--- config.mk ---
export PLATFORM = sky130hd
export DESIGN_NAME = cdf_engine
export DESIGN_NICKNAME = d
export VERILOG_FILES = /design/src/rtl/cdf_pkg.sv /design/src/rtl/cdf_byte_ring.sv /design/src/rtl/cdf_xfer_count.sv /design/src/rtl/cdf_engine.sv
export SDC_FILE = /design/constraint.sdc
export NUM_CORES = 2
export LEC_CHECK = 0
export BUFFER_PORTS_ARGS = -buffer_cell sky130_fd_sc_hd__buf_2
export CAP_MARGIN = 20
export CORE_ASPECT_RATIO = 0.7
export CORE_MARGIN = 8
export CORE_UTILIZATION = 35
export CTS_CLUSTER_DIAMETER = 200
export DETAILED_ROUTE_END_ITERATION = 6
export PLACE_DENSITY = 0.47
export SYNTH_ARGS = -nofsm -noshare
export SYNTH_HDL_FRONTEND = slang
export SYNTH_SLANG_ARGS = --single-unit
--- constraint.sdc ---
create_clock -name clk -period 7.1 [get_ports clk]
set_input_delay 1.42 -clock clk [delete_from_list [all_inputs] [get_ports clk]]
set_output_delay 1.42 -clock clk [all_outputs]
set_load 0.005 [all_outputs]
--- src/rtl/cdf_pkg.sv ---
package cdf_pkg;

    typedef enum logic [2:0] {
        SEL_RXDATA  = 3'd0,
        SEL_TXDATA  = 3'd1,
        SEL_PARTIAL = 3'd2,
        SEL_BLKLEN  = 3'd3,
        SEL_NUMBLK  = 3'd4,
        SEL_BLKREM  = 3'd5,
        SEL_CTRL    = 3'd6,
        SEL_STATUS  = 3'd7
    } cdf_sel_e;

    localparam int LANES         = 4;
    localparam int LCW           = $clog2(LANES + 1);
    localparam int DIR_BIT       = 3;
    localparam int ST_ACTIVE_BIT = 0;
    localparam int ST_DDONE_BIT  = 11;
    localparam int ST_PDONE_BIT  = 12;

    // Byte count of an access from its size code.
    function automatic logic [LCW-1:0] size_bytes(input logic [1:0] code);
        case (code)
            2'd0:    size_bytes = LCW'(1);
            2'd1:    size_bytes = LCW'(2);
            default: size_bytes = LCW'(4);
        endcase
    endfunction

    // Bit offset of the k-th moved byte in an n-byte word (first byte highest).
    function automatic int lane_shift(input int n, input int k);
        lane_shift = (n - 1 - k) * 8;
    endfunction

endpackage

--- src/rtl/cdf_byte_ring.sv ---
module cdf_byte_ring #(
    parameter int DEPTH    = 32,
    parameter int BANKS    = 1,
    parameter int PUSH_MAX = 1,
    parameter int POP_MAX  = 1,
    localparam int AW  = $clog2(DEPTH),
    localparam int CW  = AW + 1,
    localparam int SW  = $clog2(BANKS * DEPTH),
    localparam int PCW = $clog2(PUSH_MAX + 1),
    localparam int OCW = $clog2(POP_MAX + 1)
) (
    input  logic                  clk,
    input  logic                  rst_n,
    input  logic                  clear,
    input  logic                  flip,
    input  logic [PCW-1:0]        push_cnt,
    input  logic [PUSH_MAX*8-1:0] push_data,
    input  logic [OCW-1:0]        pop_cnt,
    output logic [CW-1:0]         count,
    output logic [POP_MAX*8-1:0]  peek
);

    typedef struct packed {
        logic          bank;
        logic [AW-1:0] head;
        logic [CW-1:0] len;
    } ring_st_t;

    ring_st_t   st_d, st_q;
    logic [7:0] mem_d [BANKS*DEPTH];
    logic [7:0] mem_q [BANKS*DEPTH];
    logic       flip_eff;

    generate
        if (BANKS > 1) begin : g_banked
            assign flip_eff = flip;
        end else begin : g_single
            assign flip_eff = 1'b0;
        end
    endgenerate

    function automatic logic [SW-1:0] slot(input logic bank, input logic [AW-1:0] off);
        slot = SW'(off) | (SW'(bank) << AW);
    endfunction

    always_comb begin
        st_d  = st_q;
        mem_d = mem_q;
        for (int k = 0; k < PUSH_MAX; k++) begin
            if (k < int'(push_cnt)) begin
                mem_d[slot(st_q.bank, st_q.head + AW'(st_q.len) + AW'(k))] = push_data[k*8 +: 8];
            end
        end
        st_d.head = st_q.head + AW'(pop_cnt);
        st_d.len  = st_q.len + CW'(push_cnt) - CW'(pop_cnt);
        if (clear || flip_eff) begin
            st_d.len = '0;
        end
        if (flip_eff) begin
            st_d.bank = ~st_q.bank;
        end
    end

    always_comb begin
        for (int k = 0; k < POP_MAX; k++) begin
            peek[k*8 +: 8] = mem_q[slot(st_q.bank, st_q.head + AW'(k))];
        end
    end

    assign count = st_q.len;

    always_ff @(posedge clk or negedge rst_n) begin
        if (!rst_n) begin
            st_q <= '0;
            for (int i = 0; i < BANKS * DEPTH; i++) begin
                mem_q[i] <= '0;
            end
        end else begin
            st_q  <= st_d;
            mem_q <= mem_d;
        end
    end

    p_ring_bound_r4: assert property (@(posedge clk) disable iff (!rst_n)
        st_q.len <= CW'(DEPTH));

    p_no_underflow_r3: assert property (@(posedge clk) disable iff (!rst_n)
        CW'(pop_cnt) <= st_q.len);

    p_flip_empties_r9: assert property (@(posedge clk) disable iff (!rst_n)
        flip_eff |=> (st_q.len == '0) && (st_q.bank != $past(st_q.bank)));

endmodule

--- src/rtl/cdf_xfer_count.sv ---
module cdf_xfer_count #(
    parameter int CNT_W = 28
) (
    input  logic             clk,
    input  logic             rst_n,
    input  logic             start,
    input  logic [CNT_W-1:0] total,
    input  logic             dir_wr,
    input  logic             step,
    output logic             active,
    output logic             rem_nz,
    output logic             busy_next,
    output logic             data_done,
    output logic             prog_done
);

    typedef struct packed {
        logic             active;
        logic [CNT_W-1:0] rem;
        logic             ddone;
        logic             pdone;
    } cnt_st_t;

    cnt_st_t          st_d, st_q;
    logic [CNT_W-1:0] rem_after;

    always_comb begin
        st_d      = st_q;
        rem_after = st_q.rem - CNT_W'(step);
        if (start) begin
            st_d.active = 1'b1;
            st_d.rem    = total;
            st_d.ddone  = 1'b0;
            st_d.pdone  = 1'b0;
        end else if (st_q.active) begin
            st_d.rem = rem_after;
            if (rem_after == '0) begin
                st_d.active = 1'b0;
                st_d.ddone  = 1'b1;
                st_d.pdone  = dir_wr;
            end
        end
    end

    assign active    = st_q.active;
    assign rem_nz    = (st_q.rem != '0);
    assign busy_next = st_d.active && (st_d.rem != '0);
    assign data_done = st_q.ddone;
    assign prog_done = st_q.pdone;

    always_ff @(posedge clk or negedge rst_n) begin
        if (!rst_n) begin
            st_q <= '0;
        end else begin
            st_q <= st_d;
        end
    end

    p_step_one_r11: assert property (@(posedge clk) disable iff (!rst_n)
        (st_q.active && step && !start) |=> (st_q.rem == $past(st_q.rem) - CNT_W'(1)));

    p_step_needs_work_r5: assert property (@(posedge clk) disable iff (!rst_n)
        step |-> (st_q.active && st_q.rem != '0));

    p_prog_implies_data_r6: assert property (@(posedge clk) disable iff (!rst_n)
        st_q.pdone |-> st_q.ddone);

    p_done_is_idle_r6: assert property (@(posedge clk) disable iff (!rst_n)
        st_q.ddone |-> !st_q.active);

endmodule

--- src/rtl/cdf_engine.sv ---
module cdf_engine
    import cdf_pkg::*;
#(
    parameter int RX_DEPTH = 32,
    parameter int TX_DEPTH = 32,
    parameter int BLKLEN_W = 12,
    parameter int NUMBLK_W = 16,
    localparam int CNT_W   = BLKLEN_W + NUMBLK_W,
    localparam int RX_CW   = $clog2(RX_DEPTH) + 1,
    localparam int TX_CW   = $clog2(TX_DEPTH) + 1
) (
    input  logic        clk,
    input  logic        rst_n,
    input  logic        xfer_start,
    input  logic        cpu_req,
    input  logic        cpu_we,
    input  logic [2:0]  cpu_sel,
    input  logic [1:0]  cpu_size,
    input  logic [31:0] cpu_wdata,
    output logic [31:0] cpu_rdata,
    output logic        card_tx_valid,
    input  logic        card_tx_ready,
    output logic [7:0]  card_tx_data,
    input  logic        card_rx_valid,
    output logic        card_rx_ready,
    input  logic [7:0]  card_rx_data,
    output logic        tx_req,
    output logic        rx_req,
    output logic        active,
    output logic        data_done,
    output logic        prog_done
);

    typedef struct packed {
        logic [BLKLEN_W-1:0] blklen;
        logic [NUMBLK_W-1:0] numblk;
        logic                dir_wr;
        logic                rx_req;
        logic                tx_req;
        logic [31:0]         rdata;
    } eng_st_t;

    eng_st_t            st_d, st_q;

    logic [LCW-1:0]     nbytes;
    logic               rd_acc, wr_acc, rx_acc, tx_acc, flip;
    logic [RX_CW-1:0]   rx_count;
    logic [TX_CW-1:0]   tx_count, tx_room;
    logic [LCW-1:0]     rx_pop, tx_push;
    logic [LANES*8-1:0] rx_peek, tx_pdata;
    logic [31:0]        rx_word;
    logic               rx_push, tx_pop, step;
    logic               cnt_active, cnt_rem_nz, cnt_busy_next;

    assign nbytes = size_bytes(cpu_size);
    assign rd_acc = cpu_req && !cpu_we;
    assign wr_acc = cpu_req && cpu_we;
    assign rx_acc = rd_acc && (cdf_sel_e'(cpu_sel) == SEL_RXDATA);
    assign tx_acc = wr_acc && (cdf_sel_e'(cpu_sel) == SEL_TXDATA);
    assign flip   = wr_acc && (cdf_sel_e'(cpu_sel) == SEL_PARTIAL) && cpu_wdata[0];

    // Card-side handshakes depend on registered state only (plus start gating).
    assign card_rx_ready = cnt_active && !st_q.dir_wr && cnt_rem_nz && !xfer_start
                           && (rx_count < RX_CW'(RX_DEPTH));
    assign card_tx_valid = cnt_active && st_q.dir_wr && cnt_rem_nz && !xfer_start
                           && (tx_count != '0);
    assign rx_push = card_rx_ready && card_rx_valid;
    assign tx_pop  = card_tx_valid && card_tx_ready;
    assign step    = rx_push || tx_pop;

    // CPU-side byte counts, limited by occupancy before this cycle.
    assign rx_pop  = rx_acc ? ((rx_count < RX_CW'(nbytes)) ? LCW'(rx_count) : nbytes) : '0;
    assign tx_room = TX_CW'(TX_DEPTH) - tx_count;
    assign tx_push = tx_acc ? ((tx_room < TX_CW'(nbytes)) ? LCW'(tx_room) : nbytes) : '0;

    // Unpack write word: first byte from the highest lane of the access.
    always_comb begin
        tx_pdata = '0;
        for (int k = 0; k < LANES; k++) begin
            if (k < int'(nbytes)) begin
                tx_pdata[k*8 +: 8] = cpu_wdata[lane_shift(int'(nbytes), k) +: 8];
            end
        end
    end

    // Pack read word: oldest byte to the highest lane, missing lanes zero.
    always_comb begin
        rx_word = '0;
        for (int k = 0; k < LANES; k++) begin
            if (k < int'(rx_pop)) begin
                rx_word[lane_shift(int'(nbytes), k) +: 8] = rx_peek[k*8 +: 8];
            end
        end
    end

    always_comb begin
        st_d = st_q;
        if (wr_acc) begin
            case (cdf_sel_e'(cpu_sel))
                SEL_BLKLEN: st_d.blklen = cpu_wdata[BLKLEN_W-1:0];
                SEL_NUMBLK: st_d.numblk = cpu_wdata[NUMBLK_W-1:0];
                SEL_CTRL:   st_d.dir_wr = cpu_wdata[DIR_BIT];
                default:    ;
            endcase
        end
        if (rd_acc) begin
            case (cdf_sel_e'(cpu_sel))
                SEL_RXDATA: st_d.rdata = rx_word;
                SEL_BLKLEN: st_d.rdata = 32'(st_q.blklen);
                SEL_NUMBLK: st_d.rdata = 32'(st_q.numblk);
                SEL_BLKREM: st_d.rdata = 32'(st_q.numblk);
                SEL_CTRL:   st_d.rdata = 32'(st_q.dir_wr) << DIR_BIT;
                SEL_STATUS: st_d.rdata = (32'(cnt_active) << ST_ACTIVE_BIT)
                                       | (32'(data_done)  << ST_DDONE_BIT)
                                       | (32'(prog_done)  << ST_PDONE_BIT);
                default:    st_d.rdata = '0;
            endcase
        end
        st_d.rx_req = (rx_acc ? 1'b0 : st_q.rx_req) || rx_push;
        st_d.tx_req = (tx_acc ? 1'b0 : st_q.tx_req) || (cnt_busy_next && st_q.dir_wr);
    end

    always_ff @(posedge clk or negedge rst_n) begin
        if (!rst_n) begin
            st_q <= '0;
        end else begin
            st_q <= st_d;
        end
    end

    cdf_byte_ring #(
        .DEPTH(RX_DEPTH), .BANKS(1), .PUSH_MAX(1), .POP_MAX(LANES)
    ) rx_ring_i (
        .clk      (clk),
        .rst_n    (rst_n),
        .clear    (xfer_start),
        .flip     (1'b0),
        .push_cnt (rx_push),
        .push_data(card_rx_data),
        .pop_cnt  (rx_pop),
        .count    (rx_count),
        .peek     (rx_peek)
    );

    cdf_byte_ring #(
        .DEPTH(TX_DEPTH), .BANKS(2), .PUSH_MAX(LANES), .POP_MAX(1)
    ) tx_ring_i (
        .clk      (clk),
        .rst_n    (rst_n),
        .clear    (xfer_start),
        .flip     (flip),
        .push_cnt (tx_push),
        .push_data(tx_pdata),
        .pop_cnt  (tx_pop),
        .count    (tx_count),
        .peek     (card_tx_data)
    );

    cdf_xfer_count #(
        .CNT_W(CNT_W)
    ) count_i (
        .clk      (clk),
        .rst_n    (rst_n),
        .start    (xfer_start),
        .total    (CNT_W'(st_q.blklen) * CNT_W'(st_q.numblk)),
        .dir_wr   (st_q.dir_wr),
        .step     (step),
        .active   (cnt_active),
        .rem_nz   (cnt_rem_nz),
        .busy_next(cnt_busy_next),
        .data_done(data_done),
        .prog_done(prog_done)
    );

    assign cpu_rdata = st_q.rdata;
    assign rx_req    = st_q.rx_req;
    assign tx_req    = st_q.tx_req;
    assign active    = cnt_active;

    p_one_dir_r11: assert property (@(posedge clk) disable iff (!rst_n)
        !(card_rx_ready && card_tx_valid));

    p_rxreq_on_push_r8: assert property (@(posedge clk) disable iff (!rst_n)
        rx_push |=> rx_req);

    p_txreq_clear_idle_r7: assert property (@(posedge clk) disable iff (!rst_n)
        (tx_acc && !cnt_busy_next) |=> !tx_req);

endmodule

# == Word level (Yosys, flattened, before mapping) ==
# Index checks and enable logic that the tools add are counted.
# totals
in_bits,52
elab_cells,308
output_inout_bits,47
regBits,885
# op_classes
shifts,12
n_reduce_logical,43
n_addsub,24
n_mul,1
bitwise,19
n_eq_ne,8
magnitude_cmp,31
muxes,59
# ops
op,n
$bwmux 512,4
$mux 512,4
$bwmux 256,1
$demux 8 s6,4
$bmux 8 s5,4
$pmux 32 s5,1
$mux 8,19
$shift 8x33->32 const A,4
$shiftx 8x33->32,4
$mux 32,4
$bwmux 32,3
$neg 32->33,2
$shiftx 32x32->8,2
$mux 31,2
$reduce_bool 28->1,2
$bmux 8 s6,1
$demux 8 s5,1
$ge 7x7->1 const B,5
$not 6->7,5
$neg 7->33,1
$neg 8->33,1
$and 32x32->32,1
$shiftx 32x7->8,1
$shiftx 32x8->8,1
47 further kinds,120

# == Depth between registers and ports, before layout ==
# logic_depth
depth_word,16
depth_mapped,23
depth_no_buf,21

# == Modules after synthesis ==
# From an unflattened synthesis, not the netlist that was laid out.
# hier_totals
cells_unflattened,7124
area_unflattened_um2,71442.3
# by_module_without_submodules
mod,area_per_inst_um2,seq_area_each_um2,cells_per_inst,instances
cdf_byte_ring (tx_ring_i),40038.4,13112.6,4487,1
cdf_byte_ring (rx_ring_i),19123.3,6681.4,1277,1
cdf_engine,10053.4,1576.5,1103,1
cdf_xfer_count,2227.1,775.7,257,1

# == Least setup slack after synthesis ==
# Ideal clock, no wire load.
# synth_timing
path_kind,reg2reg
from,reg st_q[54] (netlist name)
to,reg st_q (netlist bit tx_req)
required_ns,6.975
arrival_ns,6.154
slack_ns,0.821
setup_ns,0.125
synth_period_minus_slack_ns,6.279
path_buffers,3
stages_incl_launch_ff,23
cell_sequence,dfrtp_1 > clkbuf_1 > clkbuf_1 > nand2_1 > fa_1 > inv_1 > fa_1 > inv_1 > fa_1 > inv_1 > fa_1 > fa_1 > ha_1 > o21a_1 > and3_1 > clkbuf_1 > and3_1 > a221o_1 > a221o_1 > or4_1 > or4_1 > nor2_1 > a21oi_1
# synth_lines
element,line,source
start: declaration,cdf_engine.sv:43,"eng_st_t st_d, st_q;"
start signal: assignment,cdf_engine.sv:127,st_q <= st_d;

==> results.sh <==
export IMPL_setup_tns_final_ps=0
export IMPL_max_cap_viol_count=0
export IMPL_total_setup_violations_reported_at_the_end_of_the_flow=0
export IMPL_detail_route_wl_per_cell_um=35.5
export IMPL_layout_cells_most_common="dfrtp_1"
export IMPL_syn_cell_area_um2=70900
export IMPL_crit_fanout=18
export IMPL_seqCellArea_um2=22200
export IMPL_post_route_period_util=0.934
export IMPL_final_cell_mix="dfrtp_1, a21oi_1, mux2i_1"
export IMPL_clock_tree_from_tritoncts="done"
export IMPL_ioPinCount=99
export IMPL_cts_buffers_inserted=107
export IMPL_cpMaxStageDelayCell="dfrtp_1"
export IMPL_detailed_place_area_um2=74600
export IMPL_post_cts_setup_buffers=0
export IMPL_timing_fmax_mhz=151
export IMPL_maxSlewViolCount=0
export IMPL_powerDensity_nw_per_um2=428
export IMPL_route_vias_total=65400
export IMPL_detailed_place_hpwl_mm=219
export IMPL_crit_path_end_kind="flip-flop"
export IMPL_worst_ep_arrival_time_ps=7260
export IMPL_gr_usage_all_layers=0.299
export IMPL_final_cell_area_um2=78500
export IMPL_firstDrtPassIters=7
export IMPL_post_cts_resized=0
export IMPL_grt_first_pass_wirelength_mm=479
export IMPL_maxSlewHeadroom=0.151
export IMPL_min_path_type="flip-flop to flip-flop"
export IMPL_cp_slowest_stage_delay_ps=810
export IMPL_grt_pass1_vias=61000
export IMPL_grt_overflow_total=0
export IMPL_report_power_total_mw=33.6
export IMPL_die_height_um=393
export IMPL_hold_violations=0
export IMPL_timing_critical_path_mode_cell="fa_1"
export IMPL_count_of_mapped_cells_out_of_synthesis=7059
export IMPL_clkSinkCount=885
export IMPL_post_cts_hold_buffer_count=0
export IMPL_yosysUniqueCellTypes=89
export IMPL_pin_count_of_the_biggest_net_entering_global_routing=132
export IMPL_worst_pin_slew_ps=1270
export IMPL_ys_warn_count=1
export IMPL_clock_path_buffers=3
export IMPL_clock_tree_root_cell="clkbuf_16"
export IMPL_n_fill_cell=19700
export IMPL_netlist_top_cells_area="dfrtp_1, mux4_2, mux2i_1, a211oi_1, a21oi_1"
export IMPL_synth_sequential_area_ratio=0.312
export IMPL_area_of_the_die_um2=218000
export IMPL_synthToLayoutAreaGrowth_pct=10.6
export IMPL_synthDominantCellAreaShare=0.312
export IMPL_postSynthRegisterBits=885
export IMPL_floorplan_initialDensity=0.351
export IMPL_yosys_area_top_type="dfrtp_1"
export IMPL_utilization=0.389
export IMPL_postSynthAreaPerCell_um2=10.0
export IMPL_min_period_ps=6630
export IMPL_route_detailed_drc=0
export IMPL_antenna_found_initial=14
export IMPL_critical_path_class="flip-flop to flip-flop"
export IMPL_nNetsFinal=7133
export IMPL_multiInputGateArea_um2=45400
export IMPL_layout_cells_sized_above_1=0.211
export IMPL_cp_required_ps=7730
export IMPL_numPortBuffers=98
export IMPL_timing_critical_path_cells="nand2_1 > fa_1 > fa_1 > inv_1 > fa_1 > inv_1 > fa_1 > fa_1 > inv_1 > ha_1 > a21oi_1 > a21bo_2 > a221o_1 > a221o_1 > or4_1 > or4_1 > nor2_1 > a21oi_1"
export IMPL_clk_pin_slew_worst_paths_ps=60
export IMPL_clock_latency_ps=780
export IMPL_p_leak_nw=33.7
export IMPL_synth_edff_count=0
export IMPL_drtAntennaViolNets=0
export IMPL_worstSetupStartpointType="flip-flop"
export IMPL_gpl_final_weighted_congestion=0.970
export IMPL_timing_clock_skew_ps=61.2
export IMPL_avgViaCountPerCell=6.83
export IMPL_async_reset_ff_frac=1.00
export IMPL_drt_iter0_markers=9961
export IMPL_synth_top_flop_cell="dfrtp_1"
export IMPL_width_of_the_die_um=554
export IMPL_ir_drop_v=0.000637
export IMPL_rsz0062_at_grt="no"
export IMPL_core_um2=202000
export IMPL_status="complete, no violations"
export IMPL_synth_nets=7373
export IMPL_reg2reg_setup_slack_ps=470
export IMPL_routed_wl_mm=339
export IMPL_row_count=138
export IMPL_cts_htree_levels=3
[Yosys cell counts, drive strengths merged, types with 12 or more instances]
cell type / n
nor2: 542
nor3: 289
o211ai: 20
o2111ai: 51
a21oi: 756
clkbuf: 584
fa: 145
a21o: 17
nor4: 24
a221oi: 256
nand2: 362
nor2b: 18
o2111a: 12
nand3: 49
a221o: 34
and3: 25
a22oi: 19
mux2i: 651
inv: 217
or3: 22
o22ai: 48
o21ai: 95
dfrtp: 885
nand4: 16
mux4: 400
xor2: 28
ha: 117
mux2: 304
xnor2: 58
a211oi: 551
and2: 85
o221ai: 52
nand2b: 35
buf: 155
or2: 17
[cell type report]
class                      count  share of cell area
multi-input combinational   5218               0.579
timing repair buffer         390              0.0376
clock buffer                 158              0.0401
tap                         2660              0.0424
sequential                   885               0.282
inverter                     217              0.0104
clock inverter                37             0.00808
antenna                        4            0.000128
[worst paths after layout]
| path | from | endpoint | depth (start not counted) |
|---|---|---|---|
| max in group asynchronous | rst_n | tx_ring_i.mem_q[355]$_DFF_PN0_ | 2 |
| worst min register to register | cpu_rdata[25]$_DFFE_PN0P_ | cpu_rdata[25]$_DFFE_PN0P_ | 2 |
| worst min-delay path | cpu_rdata[25]$_DFFE_PN0P_ | cpu_rdata[25]$_DFFE_PN0P_ | 2 |
| min in group asynchronous | rst_n | rx_ring_i.mem_q[207]$_DFFE_PN0P_ | 1 |
| worst max-delay path | st_q[55]$_DFFE_PN0P_ | tx_req$_DFF_PN0_ | 18 |
| worst max register to register | st_q[55]$_DFFE_PN0P_ | tx_req$_DFF_PN0_ | 18 |
[power breakdown]
| group | internal, mW | switching (mW) |
|---|---|---|
| logic | 7.82 | 11.9 |
| clock network | 3.52 | 2.62 |
| registers | 6.22 | 1.51 |
[sequential cells by signal (all words and copies together) (netlist names), 5 cells and up]
| name | cells |
|---|---|
| tx_ring_i.st_q | 6 |
| tx_ring_i.mem_q | 512 |
| rx_ring_i.st_q | 5 |
| st_q | 29 |
| rx_ring_i.count | 6 |
| rx_ring_i.mem_q | 256 |
| count_i.st_q | 28 |
| cpu_rdata | 32 |
| tx_ring_i.count | 6 |
[stage by stage]
step	setup WS, ps	hold slack (ps)	cells
2_1_floorplan	821	440	7059
3_3_place_gp	578	449	9353
3_5_place_dp	485	455	9359
4_1_cts	514	468	9554
5_1_grt	204	495	9565
6_report	471	465	9569
[critical path: cells and delay by family, from the launching register on]
| kind | cells | cell delay, ps |
|---|---|---|
| simple gates | 4 | 1270 |
| fa+ha+maj | 6 | 2880 |
| flops | 1 | 810 |
| compound gates | 5 | 1380 |
| buf+inv | 3 | 150 |
[kinds of logic (layout without fill, tap and decap cells)]
kind of cell	after synthesis	in the layout	synth area share
buffers and inverters	956	802	0.0535
muxes	1355	1355	0.267
DFF	885	885	0.312
other	0	4	0
and+or+nand+nor	1515	1515	0.0980
xor gates and xnor gates	87	87	0.0111
AOI/OAI and AO/OA	1999	1999	0.196
adders and majority gates	262	262	0.0616
[metal layers]
| metal | vias up | routed length, um | GRT usage |
|---|---|---|---|
| met5 | - | 42 | 0 |
| met4 | 6 | 14400 | 0.108 |
| met3 | 908 | 47100 | 0.116 |
| met2 | 4568 | 132000 | 0.396 |
| met1 | 33400 | 146000 | 0.437 |
| li1 | 26500 | - | - |
(Power assumes the default switching activity.)
